==> config.mk <==
export PLATFORM = sky130hd
export DESIGN_NAME = gpio_mask_port
export DESIGN_NICKNAME = d
export VERILOG_FILES = /design/src/rtl/gpio_mask_port_pkg.sv /design/src/rtl/gpio_mask_port_sync.sv /design/src/rtl/gpio_mask_port_decode.sv /design/src/rtl/gpio_mask_port_regs.sv /design/src/rtl/gpio_mask_port.sv
export SDC_FILE = /design/constraint.sdc
export NUM_CORES = 1
export LEC_CHECK = 0
export BUFFER_PORTS_ARGS = -buffer_cell sky130_fd_sc_hd__buf_4
export CELL_PAD_IN_SITES_DETAIL_PLACEMENT = 1
export CELL_PAD_IN_SITES_GLOBAL_PLACEMENT = 1
export CORE_AREA = 2 2 63 65
export DETAILED_ROUTE_END_ITERATION = 8
export DIE_AREA = 0 0 65 67
export PLACE_DENSITY_LB_ADDON = 0.25
export SYNTH_ARGS = -nofsm -noshare
export SYNTH_HDL_FRONTEND = slang
export SYNTH_SLANG_ARGS = --single-unit
==> constraint.sdc <==
create_clock -name clk -period 3.4 [get_ports clk]
set_input_delay 0.85 -clock clk [delete_from_list [all_inputs] [get_ports clk]]
set_output_delay 0.85 -clock clk [all_outputs]
set_load 0.03 [all_outputs]
==> src/rtl/gpio_mask_port_pkg.sv <==
package gpio_mask_port_pkg;

   typedef enum logic [1:0] {
      ACC_IDLE = 2'd0,
      ACC_DATA = 2'd1,
      ACC_DIR  = 2'd2,
      ACC_VOID = 2'd3
   } gm_access_e;

endpackage

==> src/rtl/gpio_mask_port_sync.sv <==
module gpio_mask_port_sync #(
   parameter int LINES  = 8,
   parameter int STAGES = 2
) (
   input  logic             clk,
   input  logic             rst_n,
   input  logic [LINES-1:0] async_in,
   output logic [LINES-1:0] sync_out
);

   if (STAGES < 0) begin : g_bad_stages
      $error("gpio_mask_port_sync: STAGES must not be negative");
   end

   if (STAGES == 0) begin : g_bypass
      assign sync_out = async_in;
   end else begin : g_chain
      logic [LINES-1:0] stage_q [STAGES];

      always_ff @(posedge clk or negedge rst_n) begin
         if (!rst_n) begin
            for (int s = 0; s < STAGES; s++) stage_q[s] <= '0;
         end else begin
            stage_q[0] <= async_in;
            for (int s = 1; s < STAGES; s++) stage_q[s] <= stage_q[s-1];
         end
      end

      assign sync_out = stage_q[STAGES-1];
   end

endmodule

==> src/rtl/gpio_mask_port_decode.sv <==
module gpio_mask_port_decode
   import gpio_mask_port_pkg::*;
#(
   parameter int              LINES      = 8,
   parameter int              ADDR_W     = 12,
   parameter logic [ADDR_W-1:0] DIR_OFFSET = 'h400
) (
   input  logic              bus_valid,
   input  logic [ADDR_W-1:0] bus_addr,
   output gm_access_e        access,
   output logic [LINES-1:0]  line_mask
);

   localparam int MASK_LO = 2;
   localparam int MASK_HI = MASK_LO + LINES - 1;

   if ((64'd1 << (MASK_HI + 1)) > 64'(DIR_OFFSET)) begin : g_bad_window
      $error("gpio_mask_port_decode: mask bits overlap the direction offset");
   end

   assign line_mask = bus_addr[MASK_HI:MASK_LO];

   always_comb begin
      if (!bus_valid)                access = ACC_IDLE;
      else if (bus_addr < DIR_OFFSET) access = ACC_DATA;
      else if (bus_addr == DIR_OFFSET) access = ACC_DIR;
      else                           access = ACC_VOID;
   end

endmodule

==> src/rtl/gpio_mask_port_regs.sv <==
module gpio_mask_port_regs #(
   parameter int LINES = 8
) (
   input  logic             clk,
   input  logic             rst_n,
   input  logic             wr_dir,
   input  logic             wr_data,
   input  logic [LINES-1:0] line_mask,
   input  logic [LINES-1:0] wdata,
   output logic [LINES-1:0] dir_q,
   output logic [LINES-1:0] out_q
);

   logic [LINES-1:0] upd;

   assign upd = line_mask & dir_q;

   always_ff @(posedge clk or negedge rst_n) begin
      if (!rst_n) begin
         dir_q <= '0;
      end else if (wr_dir) begin
         dir_q <= wdata;
      end
   end

   for (genvar n = 0; n < LINES; n++) begin : g_line
      always_ff @(posedge clk or negedge rst_n) begin
         if (!rst_n) begin
            out_q[n] <= 1'b0;
         end else if (wr_data && upd[n]) begin
            out_q[n] <= wdata[n];
         end
      end
   end

endmodule

==> src/rtl/gpio_mask_port.sv <==
module gpio_mask_port
   import gpio_mask_port_pkg::*;
#(
   parameter int                LINES       = 8,
   parameter int                ADDR_W      = 12,
   parameter logic [ADDR_W-1:0] DIR_OFFSET  = 'h400,
   parameter int                SYNC_STAGES = 2
) (
   input  logic              clk,
   input  logic              rst_n,
   input  logic              bus_valid,
   input  logic              bus_write,
   input  logic [ADDR_W-1:0] bus_addr,
   input  logic [LINES-1:0]  bus_wdata,
   output logic [LINES-1:0]  bus_rdata,
   input  logic [LINES-1:0]  pad_in,
   output logic [LINES-1:0]  pad_out,
   output logic [LINES-1:0]  pad_oe
);

   if (LINES < 1) begin : g_bad_lines
      $error("gpio_mask_port: LINES must be at least 1");
   end
   if (ADDR_W < LINES + 3) begin : g_bad_addr
      $error("gpio_mask_port: ADDR_W too narrow for mask and direction offset");
   end

   gm_access_e       access;
   logic [LINES-1:0] line_mask;
   logic [LINES-1:0] dir_q;
   logic [LINES-1:0] out_q;
   logic [LINES-1:0] pad_sync;
   logic [LINES-1:0] line_val;

   gpio_mask_port_decode #(
      .LINES      (LINES),
      .ADDR_W     (ADDR_W),
      .DIR_OFFSET (DIR_OFFSET)
   ) u_decode (
      .bus_valid (bus_valid),
      .bus_addr  (bus_addr),
      .access    (access),
      .line_mask (line_mask)
   );

   gpio_mask_port_regs #(
      .LINES (LINES)
   ) u_regs (
      .clk       (clk),
      .rst_n     (rst_n),
      .wr_dir    (bus_write && access == ACC_DIR),
      .wr_data   (bus_write && access == ACC_DATA),
      .line_mask (line_mask),
      .wdata     (bus_wdata),
      .dir_q     (dir_q),
      .out_q     (out_q)
   );

   gpio_mask_port_sync #(
      .LINES  (LINES),
      .STAGES (SYNC_STAGES)
   ) u_sync (
      .clk      (clk),
      .rst_n    (rst_n),
      .async_in (pad_in),
      .sync_out (pad_sync)
   );

   assign line_val = (dir_q & out_q) | (~dir_q & pad_sync);

   always_comb begin
      bus_rdata = '0;
      if (!bus_write) begin
         case (access)
            ACC_DATA: bus_rdata = line_mask & line_val;
            ACC_DIR:  bus_rdata = dir_q;
            default:  bus_rdata = '0;
         endcase
      end
   end

   assign pad_out = out_q;
   assign pad_oe  = dir_q;

endmodule

==> qor.csv, run 1 <==
metric;value;unit
outcome;finished, final reports clean;
fraction of the core area covered by cells at the end of the flow;54.4;%
R2R Setup Slk;2.42;ns
drt via density;5.04;
number of storage elements in the synthesis netlist;32;
main flop type after synthesis;dfrtp_1;
Worst Path Arrival;2.18;ns
Remaining Overflow, GRT;0;
switch share;21.3;%
setup tns final;0;ns
combinational family with the most area after synthesis;multiplexers;
critical path fanouts, max;7;
gr usage total;17.1;%
DR WL/cell;16.1;um
Crit Path Class;in -> out;
clk sink count;32;
Worst Path Buf+Inv;2;
total of endpoints with negative setup slack in the final report;0;
Post-Syn Nets;133;
port buffer count;55;
total of hold buffers inserted after clock tree synthesis;0;
total CTS buffers;5;
count of placed standard cells including taps;204;
fraction of final layout cells with drive strength greater than 1;55.2;%
Die Y-Extent;67;um
average size of a mapped cell;13.8;sq um
kind of start point of the critical path;primary input;
filler cell count in the final layout;382;
antenna diode instance count;0;
required arrival time at the worst endpoint;2.55;ns
clock transition at the registers of the reported paths;0.06;ns
number of standard cells in the final layout excluding fillers;211;
Leak;0.000914;uW
worst hold slack across all endpoints;0.348;ns
Die Outline Area;4360;sq um
Synth Area in Compound Gates;3.23;%
core area;3610;sq um
Total Nets Final;195;
fmax;330;MHz
number of design rule violations left after detail routing;0;
source-to-sink clock delay at the later pin of the worst-skew pair;0.28;ns
max incr delay on CP;0.34;ns
post-cts repair resize count;0;
unrepaired setup endpoints after global routing;no;
master cell of the clock root buffer;clkbuf_8;
wire length of the first global-routing pass;5430;um
initial core utilization;38.7;%
number of buffers on the longest clock path;2;
Crit path max-delay family;simple AND/OR/NAND/NOR gates;
fraction of synthesized cell area taken by the top area cell type;57.4;%
part of the total power dissipated in the clock network;40.5;%
post-synthesis adder-cell area fraction;0;%
gpl congestion;0.744;
Synth area leaders;dfrtp_1 57%, mux2_2 11%, mux2_4 8.6%;
Sequential Power Share;51.3;%
Worst Max-Slew Pin Slew;0.583;ns
First DRT Iteration DRCs;77;
vias after detailed routing;1063;
summed instance area of the synthesized netlist;1400;sq um
number of global-route vias before repair;1132;
detailed placer's ending HPWL;2630;um
library cell with the highest instance count after synthesis;dfrtp_1;
total length of routed wires;3400;um
worst hold path class;reg -> reg;
async set-or-reset flop fraction in the synthesized netlist;100;%
Worst slew margin;61.2;%
slowest CP cell;nand4_1;
width of the die;65;um
CTS tree;yes;
worst-path cell chain;buf_4 > nor4_4 > nand4_1 > o21ai_0 > buf_4;
row count;22;
io pins;56;
final critical path time including I/O delays and setup;3.03;ns
number of instances in the synthesized netlist;101;
antenna violations before repair;0;
count of flip-flops with a built-in enable after synthesis;0;
count of maximum capacitance violations;0;
combinational share of power;8.2;%
post-synth cell types;20;
Detailed Routing Iterations Pass 1;6;
power per unit of standard cell area;391;nW/um^2
xor and xnor fraction of the mapped netlist area;0;%
number of post-CTS setup repair buffers;0;
switching power of the nets;164;uW
area overhead of the layout relative to synthesis;40.5;%
final hold viol count;0;
final number of max-transition violations;0;
largest clock skew in the final design;0.00420;ns
total number of yosys warnings;0;
total power;767;uW
VDD IR-drop max;0.249;mV
synthesized-area fraction occupied by and/or/nand/nor cells;16.2;%
pin count of the biggest net entering global routing;33;
H-tree lvl count;2;
period utilisation layout;89.1;%
most numerous cell on the critical path;buf_4;
internal cell power;604;uW
cell taking the most area after synthesis;dfrtp_1;
critical path endpoint category;output pin;
portion of netlist area occupied by mux cells;19.9;%
post-detailed-route count of antenna-violating nets;0;
top cell types by occurrence after synthesis;32 x dfrtp_1, 14 x mux2_2, 14 x nand3_1;
sequential element share of the synthesized area;57.4;%
[cell type report]
| cell class | instances | area [sq um] | area share [%] |
|---|---|---|---|
| Inverter | 7 | 26.3 | 1.34 |
| Sequential cell | 32 | 801 | 40.8 |
| Tap cell | 48 | 60.1 | 3.06 |
| Timing Repair Buffer | 57 | 428 | 21.8 |
| Multi-Input combinational cell | 60 | 549 | 28.0 |
| Clock buffer | 7 | 96.3 | 4.91 |
[flip-flops by register name, summed over array words and instances, names as in the netlist]
| signal | flops |
|---|---|
| u_sync.sync_out | 8 |
| u_regs.dir_q | 8 |
| u_regs.out_q | 8 |
| u_sync.g_chain.stage_q | 8 |
[cell usage in the layout (no fill, tap or decap)]
cell      synthesis  layout
mux2_2           14      14
nor4b_4           1       1
nand3_1          14      14
nor4_4            1       1
a21oi_1           1       1
clkbuf_8          0       7
o211ai_1          2       2
buf_4             1      57
dfrtp_1          32      32
nor3b_1           1       1
nor4b_1           2       2
and4bb_2          1       1
nor2b_1           1       1
and4_1            1       1
nor4_1            1       1
o21ai_0           5       5
nand4_1           6       6
mux2_4            8       8
inv_1             7       7
nor4b_2           1       1
[power groups by stage]
stage | logic (uW) | registers (uW) | clock network, uW
floorplan | 13.3 | 400 | 0
global placement | 62.4 | 400 | 0
detailed placement | 64.2 | 401 | 0
CTS | 64.6 | 394 | 323
global route | 68.8 | 395 | 333
finish | 63.1 | 394 | 310
[worst paths after layout]
path	start	end	depth (start not counted)
min in group asynchronous	rst_n	u_sync.g_chain.stage_q[14]	1
max in group asynchronous	rst_n	u_regs.out_q[2]	1
hold / removal	u_sync.g_chain.stage_q[15]	u_sync.sync_out[7]	0
hold reg to reg	u_sync.g_chain.stage_q[15]	u_sync.sync_out[7]	0
setup / recovery	bus_addr[5]	bus_rdata[3]	5
setup reg to reg	u_regs.dir_q[3]	u_regs.out_q[3]	2
[kinds of logic after synthesis]
kind of cell,Yosys count
AOI/OAI and AO/OA,8
DFF,32
and+or+nand+nor,30
buffers and inverters,9
muxes,22
[per-layer routing]
metal / share of wire, % / up-vias / GRT usage, %
met5: 0 / - / 0
met2: 54 / 30 / 30.7
li1: - / 498 / -
met3: 5.5 / 6 / 5.74
met4: 1.4 / 0 / 5.59
met1: 39 / 529 / 19.0
[metrics by stage]
stage                     instance area [sq um]  worst slack (ns)
after global routing                       1960             0.216
after CTS                                  1960             0.329
after detailed placement                   1860             0.355
after global placement                     1860             0.357
after floorplan                            1400             0.469
final                                      1960             0.369
No activity file was read; power rests on OpenSTA's default activity.
==> inputs of run 2 (changes only) <==
--- a/config.mk
+++ b/config.mk
@@ -12,6 +12,7 @@
 export DETAILED_ROUTE_END_ITERATION = 8
 export DIE_AREA = 0 0 65 67
 export PLACE_DENSITY_LB_ADDON = 0.25
+export RECOVER_POWER = 50
 export SYNTH_ARGS = -nofsm -noshare
 export SYNTH_HDL_FRONTEND = slang
 export SYNTH_SLANG_ARGS = --single-unit
==> run 2 against run 1 <==
The flow now finishes with violations (max-capacitance violations, max-slew violations). Routed wire length is 0.62% higher. Final area is 0.19% lower. First-iteration DRC count is 6.5% higher. Largest power group unchanged.
==> qor.csv, run 2 (same netlist as run 1, synthesis figures left out) <==
metric;value;unit;change
outcome;complete, but fails checks;;was finished, final reports clean
failing checks;max-capacitance violations, max-slew violations;;
CP Launch Point;bus_addr[5];;unchanged
pin count of the biggest net entering global routing;33;;unchanged
core area;3610;sq um;unchanged
fraction of the core area covered by cells at the end of the flow;54.3;%;was 54.4%
DR WL/cell;16.2;um;was 16.1 um
kind of start point of the critical path;primary input;;unchanged
total of endpoints with negative setup slack in the final report;0;;unchanged
First DRT Iteration DRCs;82;;was 77
count of cells along the worst register-to-register path;2;;unchanged
width of the die;65;um;unchanged
worst hold slack across all endpoints;0.348;ns;about the same
Worst Path Buf+Inv;2;;unchanged
fraction of final layout cells with drive strength greater than 1;54.6;%;was 55.2%
Worst Path Arrival;2.20;ns;was 2.18 ns
critical path fanouts, max;7;;unchanged
CTS tree;yes;;unchanged
area overhead of the layout relative to synthesis;40.3;%;was 40.5%
final critical path time including I/O delays and setup;3.05;ns;was 3.03 ns
unrepaired setup endpoints after global routing;no;;unchanged
cell depth of the worst setup path;5;;unchanged
period utilisation layout;89.8;%;was 89.1%
number of buffers on the longest clock path;2;;unchanged
most numerous cell on the critical path;buf_4;;unchanged
count of maximum capacitance violations;1;;was 0
Worst slew margin;-12.3;%;was 61.2%
total CTS buffers;5;;unchanged
total length of routed wires;3420;um;was 3400 um
max incr delay on CP;0.36;ns;was 0.34 ns
VDD IR-drop max;0.249;mV;about the same
Crit path max-delay family;simple AND/OR/NAND/NOR gates;;unchanged
antenna diode instance count;0;;unchanged
Die Y-Extent;67;um;unchanged
Critical path destination;bus_rdata[3];;unchanged
number of post-CTS setup repair buffers;0;;unchanged
R2R Setup Slk;2.41;ns;was 2.42 ns
detailed placer's ending HPWL;2630;um;unchanged
io pins;56;;unchanged
largest clock skew in the final design;0.00432;ns;was 0.00420 ns
fmax;328;MHz;was 330 MHz
final number of max-transition violations;33;;was 0
Detailed Routing Iterations Pass 1;4;;was 6
filler cell count in the final layout;383;;was 382
gr usage total;17.1;%;unchanged
post-detailed-route count of antenna-violating nets;0;;unchanged
H-tree lvl count;2;;unchanged
Die Outline Area;4360;sq um;unchanged
vias after detailed routing;1047;;was 1063
drt via density;4.96;;was 5.04
Worst Max-Slew Pin Slew;1.68;ns;was 0.583 ns
power per unit of standard cell area;392;nW/um^2;was 391 nW/um^2
final hold viol count;0;;unchanged
wire length of the first global-routing pass;5430;um;unchanged
Total Nets Final;195;;unchanged
slowest CP cell;nand4_1;;unchanged
worst hold path class;reg -> reg;;unchanged
source-to-sink clock delay at the later pin of the worst-skew pair;0.28;ns;about the same
most common cell after layout, fill and taps aside;buf_4;;unchanged
row count;22;;unchanged
origin of the critical flop-to-flop path;u_regs.dir_q[6];;was u_regs.dir_q[3]
Leak;0.000909;uW;was 0.000914 uW
most used cells in the layout excluding fill and tap cells;48 x buf_4, 32 x dfrtp_1, 14 x mux2_2, 14 x nand3_1;;was 57 x buf_4, 32 x dfrtp_1, 14 x mux2_2, 14 x nand3_1, 8 x mux2_4
number of design rule violations left after detail routing;0;;unchanged
worst-path cell chain;buf_4 > nor4_4 > nand4_1 > o21ai_0 > buf_4;;unchanged
gpl congestion;0.744;;unchanged
antenna violations before repair;0;;unchanged
clock transition at the registers of the reported paths;0.06;ns;about the same
initial core utilization;38.7;%;unchanged
worst r2r dst;u_regs.out_q[6];;was u_regs.out_q[3]
master cell of the clock root buffer;clkbuf_8;;unchanged
total of hold buffers inserted after clock tree synthesis;0;;unchanged
Remaining Overflow, GRT;0;;unchanged
post-cts repair resize count;0;;unchanged
required arrival time at the worst endpoint;2.55;ns;about the same
port buffer count;55;;unchanged
critical path endpoint category;output pin;;unchanged
number of global-route vias before repair;1132;;unchanged
Crit Path Class;in -> out;;unchanged
setup tns final;0;ns;unchanged
clk sink count;32;;unchanged
[run 2: how the worst min path moves through the flow]
stage / startpoint / slack, ns / to / cells after the start
global placement: u_sync.g_chain.stage_q[10] / 0.33 / u_sync.sync_out[2] / 0
CTS: u_sync.g_chain.stage_q[10] / 0.35 / u_sync.sync_out[2] / 0
detailed placement: u_sync.g_chain.stage_q[11] / 0.34 / u_sync.sync_out[3] / 0
global route: u_sync.g_chain.stage_q[15] / 0.36 / u_sync.sync_out[7] / 0
finish: u_sync.g_chain.stage_q[15] / 0.35 / u_sync.sync_out[7] / 0
floorplan: u_sync.g_chain.stage_q[8] / 0.33 / u_sync.sync_out[0] / 0
[run 2: metrics by stage]
step,std cells,power [uW],setup WS [ns],instance area [sq um]
floorplan,101,414,0.469,1400
detailed placement,204,465,0.355,1860
global placement,204,462,0.357,1860
CTS,211,782,0.329,1960
finish,211,766,0.347,1960
global route,211,796,0.216,1960
[run 2: final cells by class]
type / count / area (sq um) / area share, %
Sequential cell: 32 / 801 / 40.9
Multi-Input combinational cell: 60 / 549 / 28.1
Timing Repair Buffer: 57 / 424 / 21.7
Clock buffer: 7 / 96.3 / 4.92
Tap cell: 48 / 60.1 / 3.07
Inverter: 7 / 26.3 / 1.34
[run 2: power by group]
part	total, uW	switching [uW]	internal [uW]
registers	394	3.02	391
clock network	310	130	180
logic	62.4	30.5	31.9
total	766	164	603
[run 2: worst register-to-register path: stages (launching register included)]
cell and delay, ns:
dfrtp_1 0.43, nand3_1 0.12, mux2_2 0.33
[run 2: per-layer routing]
metal / vias up / track usage [%] / wire length, um
met1: 514 / 19.0 / 1370
met4: 0 / 5.59 / 36
met5: - / 0 / 0
met3: 5 / 5.74 / 192
li1: 496 / - / -
met2: 32 / 30.7 / 1820
